`config.mk`:
```
export PLATFORM = sky130hd
export DESIGN_NAME = dbell_write_decode
export DESIGN_NICKNAME = d
export VERILOG_FILES = /design/src/rtl/dbell_pkg.sv /design/src/rtl/dbell_addr_decode.sv /design/src/rtl/dbell_field_extract.sv /design/src/rtl/dbell_sat_counter.sv /design/src/rtl/dbell_write_decode.sv
export SDC_FILE = /design/constraint.sdc
export NUM_CORES = 1
export LEC_CHECK = 0
export BUFFER_PORTS_ARGS = -buffer_cell sky130_fd_sc_hd__buf_2
export CAP_MARGIN = 20
export CORE_MARGIN = 5
export CORE_UTILIZATION = 54
export DETAILED_ROUTE_END_ITERATION = 6
export PLACE_DENSITY = 0.91
export SLEW_MARGIN = 10
export SYNTH_ARGS = -nofsm -noshare
export SYNTH_HDL_FRONTEND = slang
export SYNTH_SLANG_ARGS = --single-unit
```
`constraint.sdc`:
```
create_clock -name clk -period 5.15 [get_ports clk]
set_input_delay 0.7725 -clock clk [delete_from_list [all_inputs] [get_ports clk]]
set_output_delay 0.7725 -clock clk [all_outputs]
set_load 0.005 [all_outputs]
```
`src/rtl/dbell_pkg.sv`:
```
package dbell_pkg;

    localparam int DATA_W    = 32;
    localparam int BE_W      = 4;
    localparam int KIND_W    = 4;
    localparam int NUM_KINDS = 10;
    localparam int QID_W     = 11;
    localparam int CNT_W     = 14;
    localparam int AUX_W     = 8;
    localparam int ERRQ_W    = 10;

    typedef enum logic [KIND_W-1:0] {
        KIND_RDMA_SQ  = 4'd0,
        KIND_WRB_POST = 4'd1,
        KIND_ETH_SQ   = 4'd2,
        KIND_RDMA_RQ  = 4'd3,
        KIND_DEF_PDU  = 4'd4,
        KIND_TPM_RQ   = 4'd5,
        KIND_ETH_RQ   = 4'd6,
        KIND_CQ       = 4'd7,
        KIND_MGMT     = 4'd8,
        KIND_MBOX     = 4'd9
    } dbell_kind_e;

    typedef struct packed {
        logic [QID_W-1:0] qid;
        logic [CNT_W-1:0] count;
        logic             flag_a;
        logic             flag_b;
        logic [AUX_W-1:0] aux;
    } dbell_fields_t;

    // Send-style layout: 11-bit queue, 14-bit count.
    function automatic dbell_fields_t layout_send(input logic [DATA_W-1:0] d);
        dbell_fields_t f;
        f       = '0;
        f.qid   = d[10:0];
        f.count = d[29:16];
        return f;
    endfunction

    // Work-request post: queue, index byte, count byte.
    function automatic dbell_fields_t layout_wrb(input logic [DATA_W-1:0] d);
        dbell_fields_t f;
        f       = '0;
        f.qid   = {1'b0, d[9:0]};
        f.aux   = d[23:16];
        f.count = {6'b0, d[31:24]};
        return f;
    endfunction

    // Receive layout: queue, invalidate flag, count byte.
    function automatic dbell_fields_t layout_recv(input logic [DATA_W-1:0] d);
        dbell_fields_t f;
        f        = '0;
        f.qid    = {1'b0, d[9:0]};
        f.flag_a = d[23];
        f.count  = {6'b0, d[31:24]};
        return f;
    endfunction

    // Completion layout: queue, rearm, event, 13-bit popped count.
    function automatic dbell_fields_t layout_cq(input logic [DATA_W-1:0] d);
        dbell_fields_t f;
        f        = '0;
        f.qid    = {1'b0, d[9:0]};
        f.flag_a = d[14];
        f.flag_b = d[15];
        f.count  = {1'b0, d[28:16]};
        return f;
    endfunction

    // Default-PDU layout: like completion but a 14-bit processed count.
    function automatic dbell_fields_t layout_pdu(input logic [DATA_W-1:0] d);
        dbell_fields_t f;
        f        = '0;
        f.qid    = {1'b0, d[9:0]};
        f.flag_a = d[14];
        f.flag_b = d[15];
        f.count  = d[29:16];
        return f;
    endfunction

    // Offload receive layout: queue, 11-bit count, 5-bit segment count.
    function automatic dbell_fields_t layout_tpm(input logic [DATA_W-1:0] d);
        dbell_fields_t f;
        f       = '0;
        f.qid   = {1'b0, d[9:0]};
        f.count = {3'b0, d[26:16]};
        f.aux   = {3'b0, d[31:27]};
        return f;
    endfunction

    // Any must-be-zero bit of a completion doorbell set.
    function automatic logic cq_dirty(input logic [DATA_W-1:0] d);
        return (|d[13:10]) || (|d[31:29]);
    endfunction

endpackage

```
`src/rtl/dbell_addr_decode.sv`:
```
module dbell_addr_decode
    import dbell_pkg::*;
#(
    parameter int DOM_W      = 5,
    parameter int PAGE_W     = 12,
    parameter int SLOT_W     = 5,
    parameter int FIRST_SLOT = 2,
    localparam int DW_ADDR_W = DOM_W + PAGE_W - 2,
    localparam int SIDX_W    = PAGE_W - SLOT_W
) (
    input  logic [DW_ADDR_W-1:0] dw_addr,
    output logic [DOM_W-1:0]     domain,
    output logic                 live,
    output logic                 listed,
    output dbell_kind_e          kind
);

    logic [SIDX_W-1:0]    slot_idx;
    logic [NUM_KINDS-1:0] hit;

    assign domain   = dw_addr[DW_ADDR_W-1 -: DOM_W];
    assign slot_idx = dw_addr[PAGE_W-3 -: SIDX_W];
    assign live     = (dw_addr[SLOT_W-3:0] == '0);

    // One comparator per doorbell slot.
    for (genvar k = 0; k < NUM_KINDS; k++) begin : g_slot
        assign hit[k] = (int'(slot_idx) == FIRST_SLOT + k);
    end

    assign listed = |hit;

    always_comb begin
        kind = KIND_RDMA_SQ;
        for (int k = 0; k < NUM_KINDS; k++) begin
            if (hit[k]) kind = dbell_kind_e'(k[KIND_W-1:0]);
        end
    end

endmodule

```
`src/rtl/dbell_field_extract.sv`:
```
module dbell_field_extract
    import dbell_pkg::*;
(
    input  dbell_kind_e         kind,
    input  logic [DATA_W-1:0]   data,
    output dbell_fields_t       fields,
    output logic                reserved_bad
);

    always_comb begin
        unique case (kind)
            KIND_RDMA_SQ,
            KIND_ETH_SQ,
            KIND_MGMT:     fields = layout_send(data);
            KIND_WRB_POST: fields = layout_wrb(data);
            KIND_RDMA_RQ,
            KIND_ETH_RQ:   fields = layout_recv(data);
            KIND_DEF_PDU:  fields = layout_pdu(data);
            KIND_TPM_RQ:   fields = layout_tpm(data);
            KIND_CQ:       fields = layout_cq(data);
            default:       fields = '0;
        endcase
    end

    assign reserved_bad = (kind == KIND_CQ) && cq_dirty(data);

endmodule

```
`src/rtl/dbell_sat_counter.sv`:
```
module dbell_sat_counter #(
    parameter int W = 8
) (
    input  logic         clk,
    input  logic         rst,
    input  logic         inc,
    output logic [W-1:0] count
);

    always_ff @(posedge clk) begin
        if (rst) begin
            count <= '0;
        end else if (inc && (count != '1)) begin
            count <= count + 1'b1;
        end
    end

endmodule

```
`src/rtl/dbell_write_decode.sv`:
```
module dbell_write_decode
    import dbell_pkg::*;
#(
    parameter int NUM_DOM    = 32,
    parameter int PAGE_BYTES = 4096,
    parameter int SLOT_BYTES = 32,
    parameter int FIRST_SLOT = 2,
    parameter int IGN_W      = 8,
    localparam int DOM_W     = $clog2(NUM_DOM),
    localparam int PAGE_W    = $clog2(PAGE_BYTES),
    localparam int SLOT_W    = $clog2(SLOT_BYTES),
    localparam int ADDR_W    = DOM_W + PAGE_W
) (
    input  logic                 clk,
    input  logic                 rst,
    input  logic                 wr_valid,
    input  logic [ADDR_W-1:0]    wr_addr,
    input  logic [DATA_W-1:0]    wr_data,
    input  logic [BE_W-1:0]      wr_be,
    output logic                 ev_valid,
    output logic [KIND_W-1:0]    ev_kind,
    output logic [DOM_W-1:0]     ev_domain,
    output logic [QID_W-1:0]     ev_qid,
    output logic [CNT_W-1:0]     ev_count,
    output logic                 ev_flag_a,
    output logic                 ev_flag_b,
    output logic [AUX_W-1:0]     ev_aux,
    output logic [DATA_W-1:0]    ev_raw,
    output logic                 err_valid,
    output logic [DOM_W-1:0]     err_domain,
    output logic [ERRQ_W-1:0]    err_qid,
    output logic [IGN_W-1:0]     ign_count
);

    logic          unused_addr_lsb;
    logic [DOM_W-1:0] dec_domain;
    logic          dec_live;
    logic          dec_listed;
    dbell_kind_e   dec_kind;
    dbell_fields_t ext_fields;
    logic          ext_bad;

    logic          slot_access;
    logic          full_word;
    logic          fire;
    logic          reject;

    logic          ev_valid_q;
    dbell_kind_e   ev_kind_q;
    logic [DOM_W-1:0] ev_domain_q;
    dbell_fields_t ev_fields_q;
    logic [DATA_W-1:0] ev_raw_q;
    logic          err_valid_q;
    logic [DOM_W-1:0] err_domain_q;
    logic [ERRQ_W-1:0] err_qid_q;

    assign unused_addr_lsb = ^wr_addr[1:0];

    dbell_addr_decode #(
        .DOM_W      (DOM_W),
        .PAGE_W     (PAGE_W),
        .SLOT_W     (SLOT_W),
        .FIRST_SLOT (FIRST_SLOT)
    ) i_addr_decode (
        .dw_addr (wr_addr[ADDR_W-1:2]),
        .domain  (dec_domain),
        .live    (dec_live),
        .listed  (dec_listed),
        .kind    (dec_kind)
    );

    dbell_field_extract i_field_extract (
        .kind         (dec_kind),
        .data         (wr_data),
        .fields       (ext_fields),
        .reserved_bad (ext_bad)
    );

    assign slot_access = wr_valid && dec_live && dec_listed;
    assign full_word   = (wr_be == '1);
    assign fire        = slot_access && full_word;
    assign reject      = fire && ext_bad;

    dbell_sat_counter #(
        .W (IGN_W)
    ) i_ign_counter (
        .clk   (clk),
        .rst   (rst),
        .inc   (slot_access && !full_word),
        .count (ign_count)
    );

    always_ff @(posedge clk) begin
        if (rst) begin
            ev_valid_q   <= 1'b0;
            ev_kind_q    <= KIND_RDMA_SQ;
            ev_domain_q  <= '0;
            ev_fields_q  <= '0;
            ev_raw_q     <= '0;
            err_valid_q  <= 1'b0;
            err_domain_q <= '0;
            err_qid_q    <= '0;
        end else begin
            ev_valid_q  <= fire && !reject;
            err_valid_q <= reject;
            if (fire && !reject) begin
                ev_kind_q   <= dec_kind;
                ev_domain_q <= dec_domain;
                ev_fields_q <= ext_fields;
                ev_raw_q    <= wr_data;
            end
            if (reject) begin
                err_domain_q <= dec_domain;
                err_qid_q    <= ext_fields.qid[ERRQ_W-1:0];
            end
        end
    end

    assign ev_valid   = ev_valid_q;
    assign ev_kind    = ev_kind_q;
    assign ev_domain  = ev_domain_q;
    assign ev_qid     = ev_fields_q.qid;
    assign ev_count   = ev_fields_q.count;
    assign ev_flag_a  = ev_fields_q.flag_a;
    assign ev_flag_b  = ev_fields_q.flag_b;
    assign ev_aux     = ev_fields_q.aux;
    assign ev_raw     = ev_raw_q;
    assign err_valid  = err_valid_q;
    assign err_domain = err_domain_q;
    assign err_qid    = err_qid_q;

endmodule

```
==> impl_metrics.tcl, run 1 <==
set metrics [dict create \
    cp.required_ns 5.43 \
    syn_to_final_growth_pct 18.9 \
    ctsResizeCount 0 \
    insertion_delay_ns 0.36 \
    cts_tree "done" \
    fin_tns_setup_ns 0 \
    startpoint_type "input pin" \
    grt_max_degree 63 \
    synth_edf_count 0 \
    n_fill_cell 699 \
    drc 0 \
    critPathBufInv 1 \
    drive_above_1_share_pct 31.5 \
    min_period_ns 3.26 \
    vias 4650 \
    clock_path_buffers 2 \
    globalRouteTotalUtil_pct 25.7 \
    synth_top_area_cell "dfxtp_1" \
    wl_mm 14.0 \
    cts_buffers 9 \
    async_flop_share_pct 0 \
    post_cts_buffers 0 \
    irDropWorstVdd_uv 174 \
    core-area_mm2 0.00830 \
    setup_slack_ns 1.89 \
    setup_viol 0 \
    status "completed" \
    finClkSkew_ns 0.00380 \
    dpl_cell_area_mm2 0.00535 \
    drv_slew 0 \
    power.clock.fraction_pct 34.8 \
    multi_input_area_mm2 0.00236 \
    crit_chain "buf_2, nor3b_1, o2111a_2, nand3_1, mux2i_1" \
    slowest_delay_ns 0.95 \
    power_frac_comb_pct 7.3 \
    ys_dominant_reg_cell "dfxtp_1" \
    p_seq_share_pct 57.9 \
    dieWidth_um 103 \
    cts.clk_slew.worst_paths_ns 0.10 \
    syn_area_mm2 0.00466 \
    power_density_mw_per_mm2 243 \
    hpwl_mm 9.67 \
    internal_power_mw 0.994 \
    dp_cells 716 \
    min_path_type "reg2reg" \
    cp.arrival_ns 3.54 \
    grt_overflow 0 \
    clock-root-buffer "clkbuf_8" \
    synthTopCellsByArea "dfxtp_1, mux2i_1, o31ai_1" \
    synthCells 507 \
    rows 33 \
    rsz0062_at_grt "no" \
    ant_nets 0 \
    viasPerCell 6.34 \
    relSlewSlack_pct 33.9 \
    finalCritPeriodShare_pct 63.3 \
    finish.instance_area_mm2 0.00554 \
    final_core_util_pct 66.7 \
    ioPinCount 157 \
    slowest_stage "o2111a_2" \
    place.gp.congestion 0.864 \
    hold_viol 0 \
    critPathKind "in2reg" \
    max_cap_viol_count 0 \
    path_delay_family "simple AND/OR/NAND/NOR gates" \
    start_util_pct 56.1 \
    syn_nets 564 \
    dr.pass1.iters 5 \
    hold_buffers 0 \
    die-area_mm2 0.0106 \
    r2r_slack_ns 3.49 \
    p_sw_mw 0.353 \
    avgSynthCellArea_um2 9.19 \
    portBuffers 154 \
    fmax_ghz 0.307 \
    drtIter0Drc 292 \
    synth.ff_latch_count 101 \
    ff_latch_area_mm2 0.00202 \
    wire_per_inst_um 19.1 \
    dieHeight_um 103 \
    yosysWarnings 0 \
    cp_max_fo 46 \
    endpoint_kind "flip-flop" \
    ys_seq_area_share_pct 43.4 \
    ys_types 55 \
    grt_pass1_vias 4406 \
    clock-sinks 101 \
    switching_share_pct 26.2 \
    htreeDepth 3 \
    nets 680 \
    grt_antenna_before_repair 0 \
    place_ws_ns 1.57 \
    num_antenna_cells 0 \
    fin_cells 733 \
    grt_pass1_wl_mm 21.6 \
    tightest_slew_ns 0.992 \
    leakage_nw 2.45 \
    synth_top_area_share_pct 43.4 \
]
==> cell usage in the layout, fill, tap and decap left out, drive strengths merged, types with 2 or more instances in the layout <==
cell type / instances
a41o: 2
nand3b: 4
nand2: 64
clkinvlp: 3
clkbuf: 9
nand3: 10
a211oi: 8
o311ai: 3
or3: 5
nor2b: 3
a31oi: 9
o2111ai: 2
dfxtp: 101
mux2: 2
nand4: 43
a31o: 4
or4: 3
and3: 2
o31ai: 40
a21oi: 45
o311a: 2
inv: 4
o41ai: 3
and4: 2
o21ai: 5
nor4: 4
or2: 2
buf: 162
mux2i: 47
a22oi: 9
or4bb: 2
clkinv: 2
nor3: 11
==> registers in the layout, summed over array words and instances, names as in the netlist <==
name / flops
err_domain: 5
err_qid: 10
err_valid: 1
ev_aux: 8
ev_count: 14
ev_domain: 5
ev_flag_a: 1
ev_flag_b: 1
ev_kind: 4
ev_qid: 11
ev_raw: 32
ev_valid: 1
i_ign_counter.count: 8
==> kinds of logic (layout without fill, tap and decap cells) <==
logic type	count (synthesis)	count (layout)	share of synthesized area [%]
DFF	101	101	43.4
AOI/OAI and AO/OA	136	136	20.3
muxes	49	49	10.6
and+or+nand+nor	160	160	19.2
xor gates and xnor gates	1	1	0.188
buffers and inverters	59	180	5.96
adders and majority gates	1	1	0.269
==> tightest hold or removal path, cell delays in order, from the launching register on <==
cell	delay [ns]
dfxtp_1	0.32
nand2_1	0.05
mux2i_1	0.05
==> synth_stat cells (3+ instances only) <==
cell type and number:
dfxtp_1 101, nand2_1 64, mux2i_1 47, a21oi_1 45
nand4_1 42, o31ai_1 40, clkbuf_1 32, buf_2 15
a22oi_1 9, nand3_1 9, a211oi_1 8, a31oi_1 8
nor3_1 8, buf_4 6, or3_1 5, a31o_2 4
nand3b_1 4, nor4_1 4, o21ai_0 4, nor2b_1 3
o41ai_1 3
==> per-stage QoR <==
stage	hold WS (ns)	total power, mW
final	0.464	1.35
after global routing	0.492	1.39
after CTS	0.466	1.35
after detailed placement	0.446	0.894
after global placement	0.439	0.890
after floorplan	0.451	0.852
==> cell type report <==
type,count,area share (%)
well taps,105,2.37
repair buffers,162,15.1
inverters,2,0.136
clock buffers,9,2.24
multi-input cells,347,42.6
clock inverters,7,1.02
flip-flops and latches,101,36.5
==> per-layer routing <==
metal	global-route usage, %	vias to the layer above	wire length (µm)
li1	-	2141	-
met1	32.6	2228	5550
met2	43.3	245	6770
met3	4.33	36	1340
met4	10.9	0	364
met5	0	-	0
==> power groups by stage <==
stage                     logic (mW)  registers, mW  clock network [mW]
final                         0.0977          0.781               0.469
after floorplan               0.0531          0.799                   0
after global placement        0.0915          0.799                   0
after detailed placement      0.0948          0.799                   0
after CTS                     0.0952          0.781               0.478
after global routing           0.105          0.781               0.507
==> worst paths after layout <==
check,start,endpoint,depth (start not counted)
max,wr_addr[7],err_qid[9],5
min,ev_domain[4],ev_domain[4],2
max reg2reg,i_ign_counter.count[0],i_ign_counter.count[6],5
min reg2reg,ev_domain[4],ev_domain[4],2
(Power assumes the default switching activity.)
==> inputs of run 2 (changes only) <==
Settings changed: CORE_UTILIZATION 54 to 50, PLACE_DENSITY 0.91 to 0.85.
Clock period 5.15 ns to 3.1 ns, I/O delays scaled along.
==> run 2 against run 1 <==
Combinational power is 70% higher. Sequential share of layout area down 0.60 points. Die area is 7.2% higher. Critical path depth rose by 1. Sequential power increased by 66%. Count of clock-buffer cells in the layout stayed put.
==> impl_metrics.tcl, run 2 (synthesized netlist as in run 1, its figures left out) <==
set metrics [dict create \
    status "completed" \
    cts_buffers 9 \
    insertion_delay_ns 0.37 \
    irDropWorstVdd_uv 201 \
    die-area_mm2 0.0113 \
    drtIter0Drc 352 \
    cp_max_fo 34 \
    hpwl_mm 9.95 \
    wire_per_inst_um 19.1 \
    fin_tns_setup_ns 0 \
    num_antenna_cells 0 \
    core-area_mm2 0.00915 \
    clock-sinks 101 \
    grt_pass1_vias 4540 \
    setup_viol 0 \
    cp.arrival_ns 2.39 \
    ctsResizeCount 0 \
    dr.pass1.iters 4 \
    cts.clk_slew.worst_paths_ns 0.11 \
    fmax_ghz 0.463 \
    dieHeight_um 107 \
    htreeDepth 3 \
    post_cts_buffers 0 \
    ant_nets 0 \
    tightest_slew_ns 1.03 \
    relSlewSlack_pct 30.2 \
    dieWidth_um 107 \
    hold_buffers 0 \
    endpoint_kind "flip-flop" \
    clock_path_buffers 2 \
    globalRouteTotalUtil_pct 24.6 \
    min_path_type "in2reg" \
    startpoint_type "input pin" \
    viasPerCell 6.25 \
    power_density_mw_per_mm2 419 \
    syn_to_final_growth_pct 20.9 \
    finalCritPeriodShare_pct 69.7 \
    start_util_pct 50.9 \
    fin_cells 746 \
    wl_mm 14.3 \
    cts_tree "done" \
    grt_overflow 0 \
    cp.required_ns 3.33 \
    hold_viol 0 \
    portBuffers 154 \
    n_fill_cell 812 \
    place.gp.congestion 0.872 \
    rows 35 \
    critPathKind "in2reg" \
    ioPinCount 157 \
    finClkSkew_ns 0.00447 \
    grt_pass1_wl_mm 22.5 \
    layout.cells.most_common "buf_2" \
    clock-root-buffer "clkbuf_8" \
    power_mw 2.36 \
    max_cap_viol_count 0 \
    leakage_nw 2.51 \
    drive_above_1_share_pct 32.3 \
    layout_common_cells "buf_2, dfxtp_1, nand2_1" \
    grt_antenna_before_repair 0 \
    largest_reg_flops 32 \
    min_period_ns 2.16 \
    grt_max_degree 50 \
    hold_slack_ns 0.349 \
    rsz0062_at_grt "no" \
    drv_slew 0 \
    dp_cells 730 \
    vias 4660 \
    nets 687 \
    drc 0 \
]
[run 2: routing by layer]
| metal | track usage [%] | routed length [µm] |
|---|---|---|
| met1 | 31.7 | 5920 |
| met3 | 6.07 | 1260 |
| met4 | 10.8 | 399 |
| met5 | 0 | 0 |
| met2 | 39.1 | 6680 |
[run 2: critical path, stage by stage]
cell and delay [ns]:
buf_2 0.10, nor4b_1 0.52, nand4_2 0.29, buf_4 0.35, nor3_4 0.49, a211oi_1 0.16
[run 2: area by class of cell]
type	count	area (µm²)	area share, %
Clock buffer	9	124	2.20
Clock inverter	7	92.6	1.64
Inverter	2	7.51	0.133
Multi-Input combinational cell	347	2360	41.9
Sequential cell	101	2020	35.9
Tap cell	111	139	2.47
Timing Repair Buffer	169	883	15.7
[run 2: power breakdown]
part           total, mW  switching, mW  internal (mW)
Combinational      0.166          0.112         0.0544
Clock              0.896          0.502          0.394
Sequential          1.30       0.000193           1.30
[run 2: worst paths after layout]
path                                             start                     end  slack (ns)  depth (start not counted)
worst max-delay path                        wr_addr[3]             ev_count[4]        0.94                          6
worst min-delay path                       wr_data[14]              ev_raw[14]        0.35                          3
worst max register to register  i_ign_counter.count[0]  i_ign_counter.count[6]        1.45                          5
worst min register to register           err_domain[0]           err_domain[0]        0.46                          2
[run 2: through the flow]
| stage | cell area, µm² | setup slack, ns | utilization, % |
|---|---|---|---|
| 6_report | 5630 | 0.938 | 61.5 |
| 5_1_grt | 5630 | 0.770 | 61.5 |
| 2_1_floorplan | 4660 | 1.06 | - |
| 3_5_place_dp | 5410 | 0.560 | 59.1 |
| 4_1_cts | 5630 | 0.945 | 61.5 |
| 3_3_place_gp | 5410 | 0.583 | 59.1 |
